File: src/rtl/erc_pkg.sv
// Package: shared register address encoding and control bit positions
// for the edge ratio counter. It assumes a 2-bit register address.
package erc_pkg;

    typedef enum logic [1:0] {
        ADDR_WINDOW = 2'd0,
        ADDR_CTRL   = 2'd1,
        ADDR_RESULT = 2'd2,
        ADDR_STATUS = 2'd3
    } erc_addr_e;

    localparam int CTRL_RUN_BIT  = 0;
    localparam int CTRL_HALT_BIT = 1;
    localparam int STAT_FULL_BIT = 0;

endpackage

File: src/rtl/erc_sync_edge.sv
// Module: erc_sync_edge
// Brings an asynchronous level into the clock domain through STAGES flops.
// It then emits a one-cycle pulse for each low-to-high transition.
// Assumes: the input stays at each level for at least two clock cycles.
module erc_sync_edge #(
    parameter int STAGES = 2
) (
    input  logic clk,
    input  logic rst_n,
    input  logic async_in,
    output logic rise
);

    localparam int CHAIN = STAGES + 1;

    logic [CHAIN-1:0] chain_q;

    // Shift the input through the synchronizer plus one history flop.
    always_ff @(posedge clk) begin
        if (!rst_n) begin
            chain_q <= '0;
        end else begin
            chain_q <= {chain_q[CHAIN-2:0], async_in};
        end
    end

    // A rising edge is a synchronized high whose previous value was low.
    always_comb begin
        rise = chain_q[CHAIN-2] & ~chain_q[CHAIN-1];
    end

    // a detected edge lasts exactly one cycle.
    p_single_pulse_r11: assert property (@(posedge clk) disable iff (!rst_n)
        rise |=> !rise)
        else $error("edge pulse longer than one cycle");

endmodule

File: src/rtl/erc_window_counter.sv
// Module: erc_window_counter
// Counts frame-sync edges up to the programmed window length and counts
// frame-start edges inside that window with saturation. At the close of
// the window it emits a capture strobe carrying the start total. In halt
// mode it then freezes until rearm.
// Assumes: sync_rise and start_rise are single-cycle pulses in clk domain.
module erc_window_counter #(
    parameter int DATA_W = 16
) (
    input  logic              clk,
    input  logic              rst_n,
    input  logic              run,
    input  logic              halt_mode,
    input  logic [DATA_W-1:0] window_len,
    input  logic              sync_rise,
    input  logic              start_rise,
    input  logic              rearm,
    output logic              capture,
    output logic [DATA_W-1:0] capture_val
);

    localparam logic [DATA_W-1:0] CNT_MAX = {DATA_W{1'b1}};
    localparam logic [DATA_W-1:0] ONE     = {{(DATA_W-1){1'b0}}, 1'b1};

    logic [DATA_W-1:0] sync_cnt_q;
    logic [DATA_W-1:0] start_cnt_q;
    logic              halted_q;

    logic              active;
    logic [DATA_W-1:0] target;
    logic [DATA_W:0]   sync_next;
    logic              close_win;
    logic [DATA_W-1:0] start_sum;

    // Decide whether counting is live and whether this edge closes a window.
    always_comb begin
        active    = run && !halted_q;
        target    = (window_len == '0) ? ONE : window_len;
        sync_next = {1'b0, sync_cnt_q} + {{DATA_W{1'b0}}, 1'b1};
        close_win = active && sync_rise && (sync_next >= {1'b0, target});
        start_sum = (start_rise && start_cnt_q != CNT_MAX) ? start_cnt_q + ONE
                                                           : start_cnt_q;
    end

    // Capture output: the start total includes a coincident start edge.
    always_comb begin
        capture     = close_win;
        capture_val = start_sum;
    end

    // Counter state: stop reset, freeze, window close, or normal counting.
    always_ff @(posedge clk) begin
        if (!rst_n || !run) begin
            sync_cnt_q  <= '0;
            start_cnt_q <= '0;
            halted_q    <= 1'b0;
        end else if (halted_q) begin
            if (rearm) begin
                halted_q <= 1'b0;
            end
        end else if (close_win) begin
            sync_cnt_q  <= '0;
            start_cnt_q <= '0;
            halted_q    <= halt_mode;
        end else begin
            if (sync_rise) begin
                sync_cnt_q <= sync_next[DATA_W-1:0];
            end
            start_cnt_q <= start_sum;
        end
    end

    // a cleared run bit leaves both counters at zero.
    p_stop_clears_r6: assert property (@(posedge clk) disable iff (!rst_n)
        !run |=> (sync_cnt_q == '0 && start_cnt_q == '0 && !capture))
        else $error("counters not cleared by stop");

    // a frozen block keeps its counts until rearm.
    p_halt_freezes_r4: assert property (@(posedge clk) disable iff (!rst_n)
        (halted_q && run && !rearm) |=> ($stable(start_cnt_q) && $stable(sync_cnt_q) && !capture))
        else $error("counting while halted");

    // a saturated start count never wraps within a window.
    p_saturate_r9: assert property (@(posedge clk) disable iff (!rst_n)
        (run && !halted_q && !close_win && start_cnt_q == CNT_MAX) |=> (start_cnt_q == CNT_MAX))
        else $error("start count wrapped");

    // a closed window restarts the sync count from zero.
    p_close_restarts_r1: assert property (@(posedge clk) disable iff (!rst_n)
        capture |=> (sync_cnt_q == '0))
        else $error("sync count not restarted");

    // with a zero length, every live sync edge closes the window.
    p_zero_len_r2: assert property (@(posedge clk) disable iff (!rst_n)
        (active && sync_rise && window_len == '0) |-> capture)
        else $error("zero length window did not close");

endmodule

File: src/rtl/erc_regs.sv
// Module: erc_regs
// Register port holding window length, control, result and status, and
// driving the level interrupt. Reads are registered, so data appears one
// cycle after the strobe. A result read clears the flags and re-arms the
// counter. Assumes: at most one of write and read is used per cycle.
module erc_regs
    import erc_pkg::*;
#(
    parameter int DATA_W = 16
) (
    input  logic              clk,
    input  logic              rst_n,
    input  logic              wr_en,
    input  logic              rd_en,
    input  logic [1:0]        addr,
    input  logic [DATA_W-1:0] wdata,
    output logic [DATA_W-1:0] rdata,
    input  logic              capture,
    input  logic [DATA_W-1:0] capture_val,
    output logic [DATA_W-1:0] window_len,
    output logic              run,
    output logic              halt_mode,
    output logic              rearm,
    output logic              irq
);

    logic [DATA_W-1:0] window_q;
    logic              run_q;
    logic              halt_q;
    logic [DATA_W-1:0] result_q;
    logic              full_q;
    logic              irq_q;
    logic [DATA_W-1:0] rdata_q;

    // A read of the result register is the service and re-arm event.
    always_comb begin
        rearm = rd_en && (addr == ADDR_RESULT);
    end

    // Software-writable window length and control bits.
    always_ff @(posedge clk) begin
        if (!rst_n) begin
            window_q <= '0;
            run_q    <= 1'b0;
            halt_q   <= 1'b0;
        end else if (wr_en) begin
            if (addr == ADDR_WINDOW) begin
                window_q <= wdata;
            end else if (addr == ADDR_CTRL) begin
                run_q  <= wdata[CTRL_RUN_BIT];
                halt_q <= wdata[CTRL_HALT_BIT];
            end
        end
    end

    // Result register loads on each capture.
    always_ff @(posedge clk) begin
        if (!rst_n) begin
            result_q <= '0;
        end else if (capture) begin
            result_q <= capture_val;
        end
    end

    // Full flag and interrupt: a capture sets them, a result read clears them.
    always_ff @(posedge clk) begin
        if (!rst_n) begin
            full_q <= 1'b0;
            irq_q  <= 1'b0;
        end else begin
            if (capture) begin
                full_q <= 1'b1;
            end else if (rearm) begin
                full_q <= 1'b0;
            end
            if (capture && halt_q) begin
                irq_q <= 1'b1;
            end else if (rearm) begin
                irq_q <= 1'b0;
            end
        end
    end

    // Registered read mux.
    always_ff @(posedge clk) begin
        if (!rst_n) begin
            rdata_q <= '0;
        end else if (rd_en) begin
            rdata_q <= '0;
            case (addr)
                ADDR_WINDOW: rdata_q <= window_q;
                ADDR_CTRL: begin
                    rdata_q[CTRL_RUN_BIT]  <= run_q;
                    rdata_q[CTRL_HALT_BIT] <= halt_q;
                end
                ADDR_RESULT: rdata_q <= result_q;
                default:     rdata_q[STAT_FULL_BIT] <= full_q;
            endcase
        end
    end

    // Drive outputs from the register state.
    always_comb begin
        window_len = window_q;
        run        = run_q;
        halt_mode  = halt_q;
        irq        = irq_q;
        rdata      = rdata_q;
    end

    // the interrupt is never up without an unread result.
    p_irq_needs_full_r4: assert property (@(posedge clk) disable iff (!rst_n)
        irq_q |-> full_q)
        else $error("interrupt without full result");

    // a capture leaves the full flag set.
    p_full_on_capture_r7: assert property (@(posedge clk) disable iff (!rst_n)
        capture |=> full_q)
        else $error("full flag not set by capture");

    // a result read without a new capture clears flag and interrupt.
    p_read_clears_r5: assert property (@(posedge clk) disable iff (!rst_n)
        (rearm && !capture) |=> (!full_q && !irq_q))
        else $error("result read did not clear flags");

    // continuous mode captures never raise the interrupt.
    p_cont_quiet_r3: assert property (@(posedge clk) disable iff (!rst_n)
        (!irq_q && capture && !halt_q) |=> !irq_q)
        else $error("interrupt in continuous mode");

endmodule

File: src/rtl/edge_ratio_counter.sv
// Module: edge_ratio_counter (top)
// Synchronizes the frame-sync and frame-start inputs and detects their
// rising edges. It feeds the edges to the window counter, which is
// controlled and read through the register block.
// Assumes: DATA_W >= 2 so that the control bits fit.
module edge_ratio_counter #(
    parameter int DATA_W      = 16,
    parameter int SYNC_STAGES = 2
) (
    input  logic              clk,
    input  logic              rst_n,
    input  logic              reg_wr_en,
    input  logic              reg_rd_en,
    input  logic [1:0]        reg_addr,
    input  logic [DATA_W-1:0] reg_wdata,
    output logic [DATA_W-1:0] reg_rdata,
    input  logic              sync_in,
    input  logic              start_in,
    output logic              irq
);

    localparam int N_INPUTS  = 2;
    localparam int IDX_SYNC  = 0;
    localparam int IDX_START = 1;

    logic [N_INPUTS-1:0] raw_in;
    logic [N_INPUTS-1:0] rise_vec;

    logic [DATA_W-1:0] window_len;
    logic              run;
    logic              halt_mode;
    logic              rearm;
    logic              capture;
    logic [DATA_W-1:0] capture_val;

    // Gather the external inputs into one vector for the edge stage.
    always_comb begin
        raw_in[IDX_SYNC]  = sync_in;
        raw_in[IDX_START] = start_in;
    end

    // One synchronizer and edge detector per external input.
    for (genvar g = 0; g < N_INPUTS; g++) begin : g_edge
        erc_sync_edge #(
            .STAGES (SYNC_STAGES)
        ) u_edge (
            .clk      (clk),
            .rst_n    (rst_n),
            .async_in (raw_in[g]),
            .rise     (rise_vec[g])
        );
    end

    erc_window_counter #(
        .DATA_W (DATA_W)
    ) u_counter (
        .clk         (clk),
        .rst_n       (rst_n),
        .run         (run),
        .halt_mode   (halt_mode),
        .window_len  (window_len),
        .sync_rise   (rise_vec[IDX_SYNC]),
        .start_rise  (rise_vec[IDX_START]),
        .rearm       (rearm),
        .capture     (capture),
        .capture_val (capture_val)
    );

    erc_regs #(
        .DATA_W (DATA_W)
    ) u_regs (
        .clk         (clk),
        .rst_n       (rst_n),
        .wr_en       (reg_wr_en),
        .rd_en       (reg_rd_en),
        .addr        (reg_addr),
        .wdata       (reg_wdata),
        .rdata       (reg_rdata),
        .capture     (capture),
        .capture_val (capture_val),
        .window_len  (window_len),
        .run         (run),
        .halt_mode   (halt_mode),
        .rearm       (rearm),
        .irq         (irq)
    );

endmodule

File: config.mk
export PLATFORM = sky130hd
export DESIGN_NAME = edge_ratio_counter
export DESIGN_NICKNAME = d
export VERILOG_FILES = /design/src/rtl/erc_pkg.sv /design/src/rtl/erc_sync_edge.sv /design/src/rtl/erc_window_counter.sv /design/src/rtl/erc_regs.sv /design/src/rtl/edge_ratio_counter.sv
export SDC_FILE = /design/constraint.sdc
export NUM_CORES = 1
export LEC_CHECK = 0
export ABC_AREA = 1
export BUFFER_PORTS_ARGS = -buffer_cell sky130_fd_sc_hd__buf_2
export CAP_MARGIN = 30
export CORE_MARGIN = 2
export CORE_UTILIZATION = 54
export DETAILED_ROUTE_END_ITERATION = 7
export PLACE_DENSITY = 0.83
export SLEW_MARGIN = 30
export SYNTH_ARGS = -nofsm -noshare
export SYNTH_HDL_FRONTEND = slang
export SYNTH_SLANG_ARGS = --single-unit
File: constraint.sdc
create_clock -name clk -period 2.6 [get_ports clk]
set_input_delay 0.13 -clock clk [delete_from_list [all_inputs] [get_ports clk]]
set_output_delay 0.13 -clock clk [all_outputs]
set_load 0.05 [all_outputs]
==> results of run 1 <==
[worst paths after layout]
kind	startpoint	endpoint	slack [ps]	depth (start not counted)
worst max-delay path	u_counter.sync_cnt_q[1]$_SDFFE_PP0P_	u_counter.start_cnt_q[9]$_SDFFE_PP0N_	-350	18
worst max register to register	u_counter.sync_cnt_q[1]$_SDFFE_PP0P_	u_counter.start_cnt_q[9]$_SDFFE_PP0N_	-350	18
worst min-delay path	reg_wdata[5]	u_regs.window_len[5]$_SDFFE_PN0P_	30	3
worst min register to register	g_edge[1].u_edge.chain_q[0]$_SDFF_PN0_	g_edge[1].u_edge.chain_q[1]$_SDFF_PN0_	430	2
[power groups by stage]
| stage | clock network (µW) | registers (µW) | logic, µW |
|---|---|---|---|
| 2_1_floorplan | 0 | 1470 | 132 |
| 3_3_place_gp | 0 | 1470 | 199 |
| 3_5_place_dp | 0 | 1470 | 206 |
| 4_1_cts | 955 | 1430 | 218 |
| 5_1_grt | 1020 | 1440 | 280 |
| 6_report | 962 | 1430 | 257 |
[metrics by stage]
stage	setup TNS [ps]	hold slack (ps)	instances	power [µW]
2_1_floorplan	0	228	647	1610
3_3_place_gp	-1150	311	796	1670
3_5_place_dp	-4550	317	796	1670
4_1_cts	-308	31.6	825	2610
5_1_grt	-19430	44.5	830	2740
6_report	-14950	29.0	830	2650
[cell usage in the layout, fill, tap and decap left out, drive strengths merged, types with 5 or more instances in the layout]
master	n
xnor2	9
buf	87
xor2	13
nand2	149
nor4	5
a21oi	48
a31oi	13
nor3	10
clkinv	5
nand4	10
dfxtp	91
clkbuf	11
inv	62
nor2	75
o21ai	56
nand3	53
ha	18
[sequential cells by signal (all words and copies together), names as in the netlist]
| register | flops |
|---|---|
| u_counter.start_cnt_q | 16 |
| u_regs.halt_mode | 1 |
| u_regs.irq | 1 |
| u_regs.full_q | 1 |
| u_regs.result_q | 16 |
| u_regs.run | 1 |
| u_counter.sync_cnt_q | 16 |
| u_regs.window_len | 16 |
| u_regs.rdata | 16 |
| g_edge.u_edge.chain_q | 6 |
| u_counter.halted_q | 1 |
[repair_timing]
item	4_1_cts	5_1_grt
endpoints found under the setup margin	51	51
pin swaps	16	17
buffers inserted	10	3
hold buffers	2	0
cloned	1	2
resized for setup	52	64
hold endpoints to repair	2	0
[logic make-up after synthesis]
group	count (synthesis)	share of synthesized area, %
and+or+nand+nor	304	28.3
AOI/OAI and AO/OA	123	14.7
DFF	91	39.7
buffers and inverters	89	8.31
xor gates and xnor gates	22	4.20
adders and majority gates	18	4.90
[layout make-up]
cell class	instances	area [µm²]	share of cell area, %
multi-input combinational	467	2790	47.4
clock inverter	7	71.3	1.21
tap	105	131	2.24
clock buffer	9	124	2.11
sequential	91	1830	31.1
timing repair buffer	91	704	12.0
inverter	60	230	3.92
[critical path: cells and delay by family (launching register included)]
family                   cells  cell delay (ps)
buffers and inverters        2              190
flip-flops                   1              370
adder cells (fa/ha/maj)      2              490
AND/OR/NAND/NOR             12             1440
AO/OA/AOI/OAI                1              170
XOR/XNOR                     1              200
[routing by layer]
metal | wire [µm] | track usage, % | up-vias
li1 | - | - | 2289
met1 | 5990 | 36.3 | 2293
met2 | 6740 | 46.5 | 324
met3 | 1240 | 5.25 | 94
met4 | 743 | 10.2 | 0
met5 | 0 | 0 | -
==> metrics.csv, run 1 <==
metric,value,unit
cell mode on critical path,nand2_1,
Mapped Cells,647,
max incr delay on CP,370,ps
crit path cell chain,ha_4 -> nand3_4 -> nor3_4 -> nand4_1 -> xnor2_2 -> ha_1 -> nand2_2 -> inv_2 -> nand2_1 -> nand2_1 -> nand2_1 -> nand3_2 -> nor2_4 -> nand2_4 -> nand2_8 -> nand2_4 -> buf_6 -> o21ai_1,
Synth Register Bits,91,
outcome,"finished, violations left",
Seq pwr share,54.1,%
"antenna viol nets, final",0,
Tot GR Track Use,28.1,%
PwrDens,452,nW/µm²
core area,8220,µm²
DR pass1 iterations,6,
area share of the largest cell type after synthesis,39.7,%
average cell area after synthesis,7.10,µm²
P_leak,0.00239,µW
Internal Pwr Total,1880,µW
Finish-stage setup viols,51,
Switch Pwr,777,µW
post-layout util,71.5,%
Die X,96.2,µm
Worst-path clk slew,100,ps
Fillers,551,
number of CTS-inserted buffers,9,
Setup Skew,15.6,ps
Sw Share,29.3,%
Yosys warnings,0,
DR WL/cell,17.7,µm
Initial Util,55.9,%
"EDFF count, synth",0,
Gate power share,9.7,%
initial drt markers,638,
Final Hold Viols,0,
worst vdd ir,0.228,mV
Post-Place Cell Area,5060,µm²
FMAX,340,MHz
failing checks,setup timing,
final WL,14.7,mm
"Cell Area, Synth",4590,µm²
worst setup margin,-345,ps
Synth cell types,33,
Finished Cell Area,5880,µm²
Synth Net Count,689,
unrepaired setup endpoints after global routing,true,
CP Max Fanout,5,
largest net degree at the start of global routing,44,
vias in the first global route,4206,
CP required,2900,ps
Setup crit start kind,flip-flop,
post-synth top area cell,dfxtp_1,
Clock power frac,36.3,%
dpl ws,-158,ps
Clock Path Buffers,2,
total die area,9260,µm²
Port Buf Inserts,40,
"Arr. time, crit path",3250,ps
DIE HEIGHT,96.2,µm
register area share after synthesis,39.7,%
Worst setup EP type,flip-flop,
initial antenna violation count,0,
"count leader, synth",nand2_1,
critical path class,reg2reg,
Final Net Count,762,
Hold Path Class,in2reg,
MaxCap Viol Count,0,
commonest cells in the netlist,"nand2_1, dfxtp_1, nor2_1, inv_1, nand3_1",
Final GP Congestion,0.921,
fin crit share,113,%
drt via density,6.02,
"slowest stage cell, crit path",dfxtp_2,
"Primary FF master, synth",dfxtp_1,
Synth area leaders,"dfxtp_1, nand2_1, nor2_1",
clock latency on the worst-skew pair,380,ps
dpl hpwl,8.53,mm
actual slew at the worst max-slew pin,871,ps
I/O pin cnt,41,
number of H-tree levels,3,
root buf cell,clkbuf_8,
final slew viol count,0,
ANT cells,0,
DR DRC count,0,
Area growth syn-to-layout,28.0,%
total gr overflow,0,
Slew headroom,41.4,%
TritonCTS clock tree,built,
# rows,33,
min cycle time layout,2950,ps
async set or reset register ratio after synthesis,0,%
first-pass GRT wire length,20.0,mm
clk sinks,91,
vias,5000,
share of cells above drive strength 1,27.2,%
(Power assumes the default switching activity.)
==> run 2: changes to the inputs <==
CORE_MARGIN = unset   (was 2)
SETUP_SLACK_MARGIN = 0.15   (was unset)
==> metrics.csv, run 2 (synthesized netlist as in run 1, its figures left out) <==
metric,value,unit,change
DIE HEIGHT,94.2,µm,-2.1%
Area growth syn-to-layout,29.3,%,
root buf cell,clkbuf_8,,
clk sinks,91,,unchanged
CP Max Fanout,17,,+12
crit path cell chain,nand3_4 -> nor2_4 -> nand4_1 -> nor2_2 -> xor2_1 -> ha_1 -> inv_2 -> nor2_2 -> nand2_1 -> inv_1 -> nand2_1 -> nand2_1 -> nand2_1 -> nand2_2 -> nand2_8 -> inv_6 -> buf_12 -> nor2_1 -> nor2_1,,
PwrDens,467,nW/µm²,+3.3%
max layer used,met4,,
dpl hpwl,8.60,mm,+0.92%
total gr overflow,0,,unchanged
outcome,"finished, violations left",,
Initial Util,55.9,%,unchanged
worst-case reg-to-reg path depth,19,,+1
"Arr. time, crit path",3420,ps,+170 ps
total die area,8880,µm²,-4.1%
"reg-to-reg slack, setup",-510,ps,-170 ps
Clock Path Buffers,2,,unchanged
min cycle time layout,3110,ps,+168 ps
vias in the first global route,4364,,+3.8%
clock latency on the worst-skew pair,390,ps,about the same
core area,8220,µm²,unchanged
fin crit share,120,%,+6.4 points
number of CTS-inserted buffers,9,,unchanged
worst vdd ir,0.240,mV,+5.4%
Final Net Count,768,,+0.79%
Worst R2R End,u_regs.result_q[4]$_SDFFE_PN0P_,,
# rows,33,,unchanged
ANT cells,0,,unchanged
MaxCap Viol Count,0,,unchanged
failing checks,setup timing,,
actual slew at the worst max-slew pin,1260,ps,+389 ps
Final Hold Viols,0,,unchanged
"antenna viol nets, final",0,,unchanged
CP required,2900,ps,about the same
largest net degree at the start of global routing,32,,-27%
Setup crit start kind,flip-flop,,
setup_tns,-22550,ps,-7600 ps
Port Buf Inserts,40,,unchanged
max incr delay on CP,400,ps,+30 ps
Sequential cell area,1840,µm²,+0.48%
I/O pin cnt,41,,unchanged
cell mode on critical path,nand2_1,,
worst setup margin,-513,ps,-168 ps
hold_sp,reg_wdata[12],,
hold endpoint,u_regs.window_len[12]$_SDFFE_PN0P_,,
drt via density,6.39,,+6.1%
"most common cell after layout, fill and taps aside",nand2_1,,
critical path class,reg2reg,,
met3 WL,1.89,mm,+52%
Tot GR Track Use,30.4,%,+2.4 points
Finished Cell Area,5940,µm²,+1.1%
P_leak,0.00242,µW,+1.1%
share of cells above drive strength 1,26.9,%,-0.22 points
Setup Skew,17.9,ps,+2.31 ps
footprint of the multi-input gates,2810,µm²,+0.63%
vias,5345,,+6.9%
Hold Path Cell Cnt,3,,unchanged
Reg2Reg Launch Point,u_counter.sync_cnt_q[1]$_SDFFE_PP0P_,,
initial drt markers,782,,+23%
Post-Place Cell Area,5060,µm²,about the same
number of H-tree levels,3,,unchanged
most frequent cells in the layout,"nand2_1, dfxtp_1, nor2_1",,
FMAX,321,MHz,-5.4%
unrepaired setup endpoints after global routing,true,,
DR pass1 iterations,7,,+1
CP Launch Point,u_counter.sync_cnt_q[1]$_SDFFE_PP0P_,,
Fillers,515,,-6.5%
Slew headroom,15.7,%,-26 points
final slew viol count,0,,unchanged
"slowest stage cell, crit path",dfxtp_4,,
Worst-path clk slew,110,ps,about the same
first-pass GRT wire length,20.7,mm,+3.5%
initial antenna violation count,0,,unchanged
Die X,94.2,µm,-2.1%
Hold Path Class,in2reg,,
Worst setup EP type,flip-flop,,
Final GP Congestion,0.887,,-3.6%
"CP delay by family, top",simple AND/OR/NAND/NOR gates,,
DR DRC count,0,,unchanged
DR WL/cell,19.7,µm,+11%
M1 wire length,5.96,mm,-0.57%
buffer and inverter count on the worst path,4,,+2
Finish-stage setup viols,51,,unchanged
met2 WL,7.32,mm,+8.5%
final WL,16.4,mm,+12%
total power draw,2770,µW,+4.4%
TritonCTS clock tree,built,,
-- run 2: cell count changes in the layout (fill, tap and decap cells not counted), moves of 3 or more --
cell     before  now
buf_4        40   45
o21ai_2       4    9
dfxtp_1      88   85
nor2_1       54   66
nand3_1      37   40
buf_6         1    5
o21ai_0      37   32
nand3_2       7    3
a21oi_2      20   16
a21oi_1      28   32
nor2_2       16    6
-- run 2: power by group --
part           switching, µW  total [µW]  internal [µW]
Clock                    606        1080            474
Sequential              19.7        1430           1410
Combinational            174         259           84.5
Total                    800        2770           1970
-- run 2: tightest hold or removal path, cell delays in order --
cell	delay (ps)
buf_2	70
o21ai_0	70
a21oi_1	100
-- run 2: timing repair --
| item | in CTS | in global routing |
|---|---|---|
| buffers inserted | 10 | 8 |
| gates cloned | 2 | 1 |
| hold buffers | 2 | 0 |
| resized for setup | 61 | 59 |
| endpoints found under the hold margin | 2 | 0 |
| setup endpoints to repair | 51 | 51 |
| pin swaps | 19 | 17 |
-- run 2: worst max-delay path by stage --
stage / endpoint / slack (ps) / depth (start not counted)
CTS: u_regs.result_q[1]$_SDFFE_PN0P_ / -70 / 20
global placement: u_counter.sync_cnt_q[1]$_SDFFE_PP0P_ / -100 / 17
global route: u_counter.sync_cnt_q[14]$_SDFFE_PP0P_ / -740 / 19
finish: u_regs.result_q[4]$_SDFFE_PN0P_ / -510 / 19
detailed placement: u_counter.sync_cnt_q[13]$_SDFFE_PP0P_ / -180 / 17
floorplan: u_counter.sync_cnt_q[10]$_SDFFE_PP0P_ / 90 / 18
-- run 2: through the flow --
stage	utilization [%]	cells	hold WS, ps	setup slack (ps)
finish	72.3	836	32.2	-513
global route	72.3	836	37.7	-736
CTS	67.8	827	34.7	-65.1
detailed placement	61.6	797	345	-178
global placement	61.6	797	319	-101
floorplan	-	647	228	93.6
-- run 2: cell type report --
cell class | instances | area share (%)
Sequential cell | 91 | 30.9
Clock inverter | 7 | 1.52
Clock buffer | 9 | 2.09
Inverter | 60 | 3.88
Timing Repair Buffer | 97 | 12.2
Multi-Input combinational cell | 467 | 47.2
Tap cell | 105 | 2.21
-- run 2: per-layer routing --
layer | vias up | global-route usage [%]
li1 | 2299 | -
met1 | 2428 | 37.6
met2 | 457 | 50.4
met3 | 161 | 6.15
met4 | 0 | 14.1
met5 | - | 0
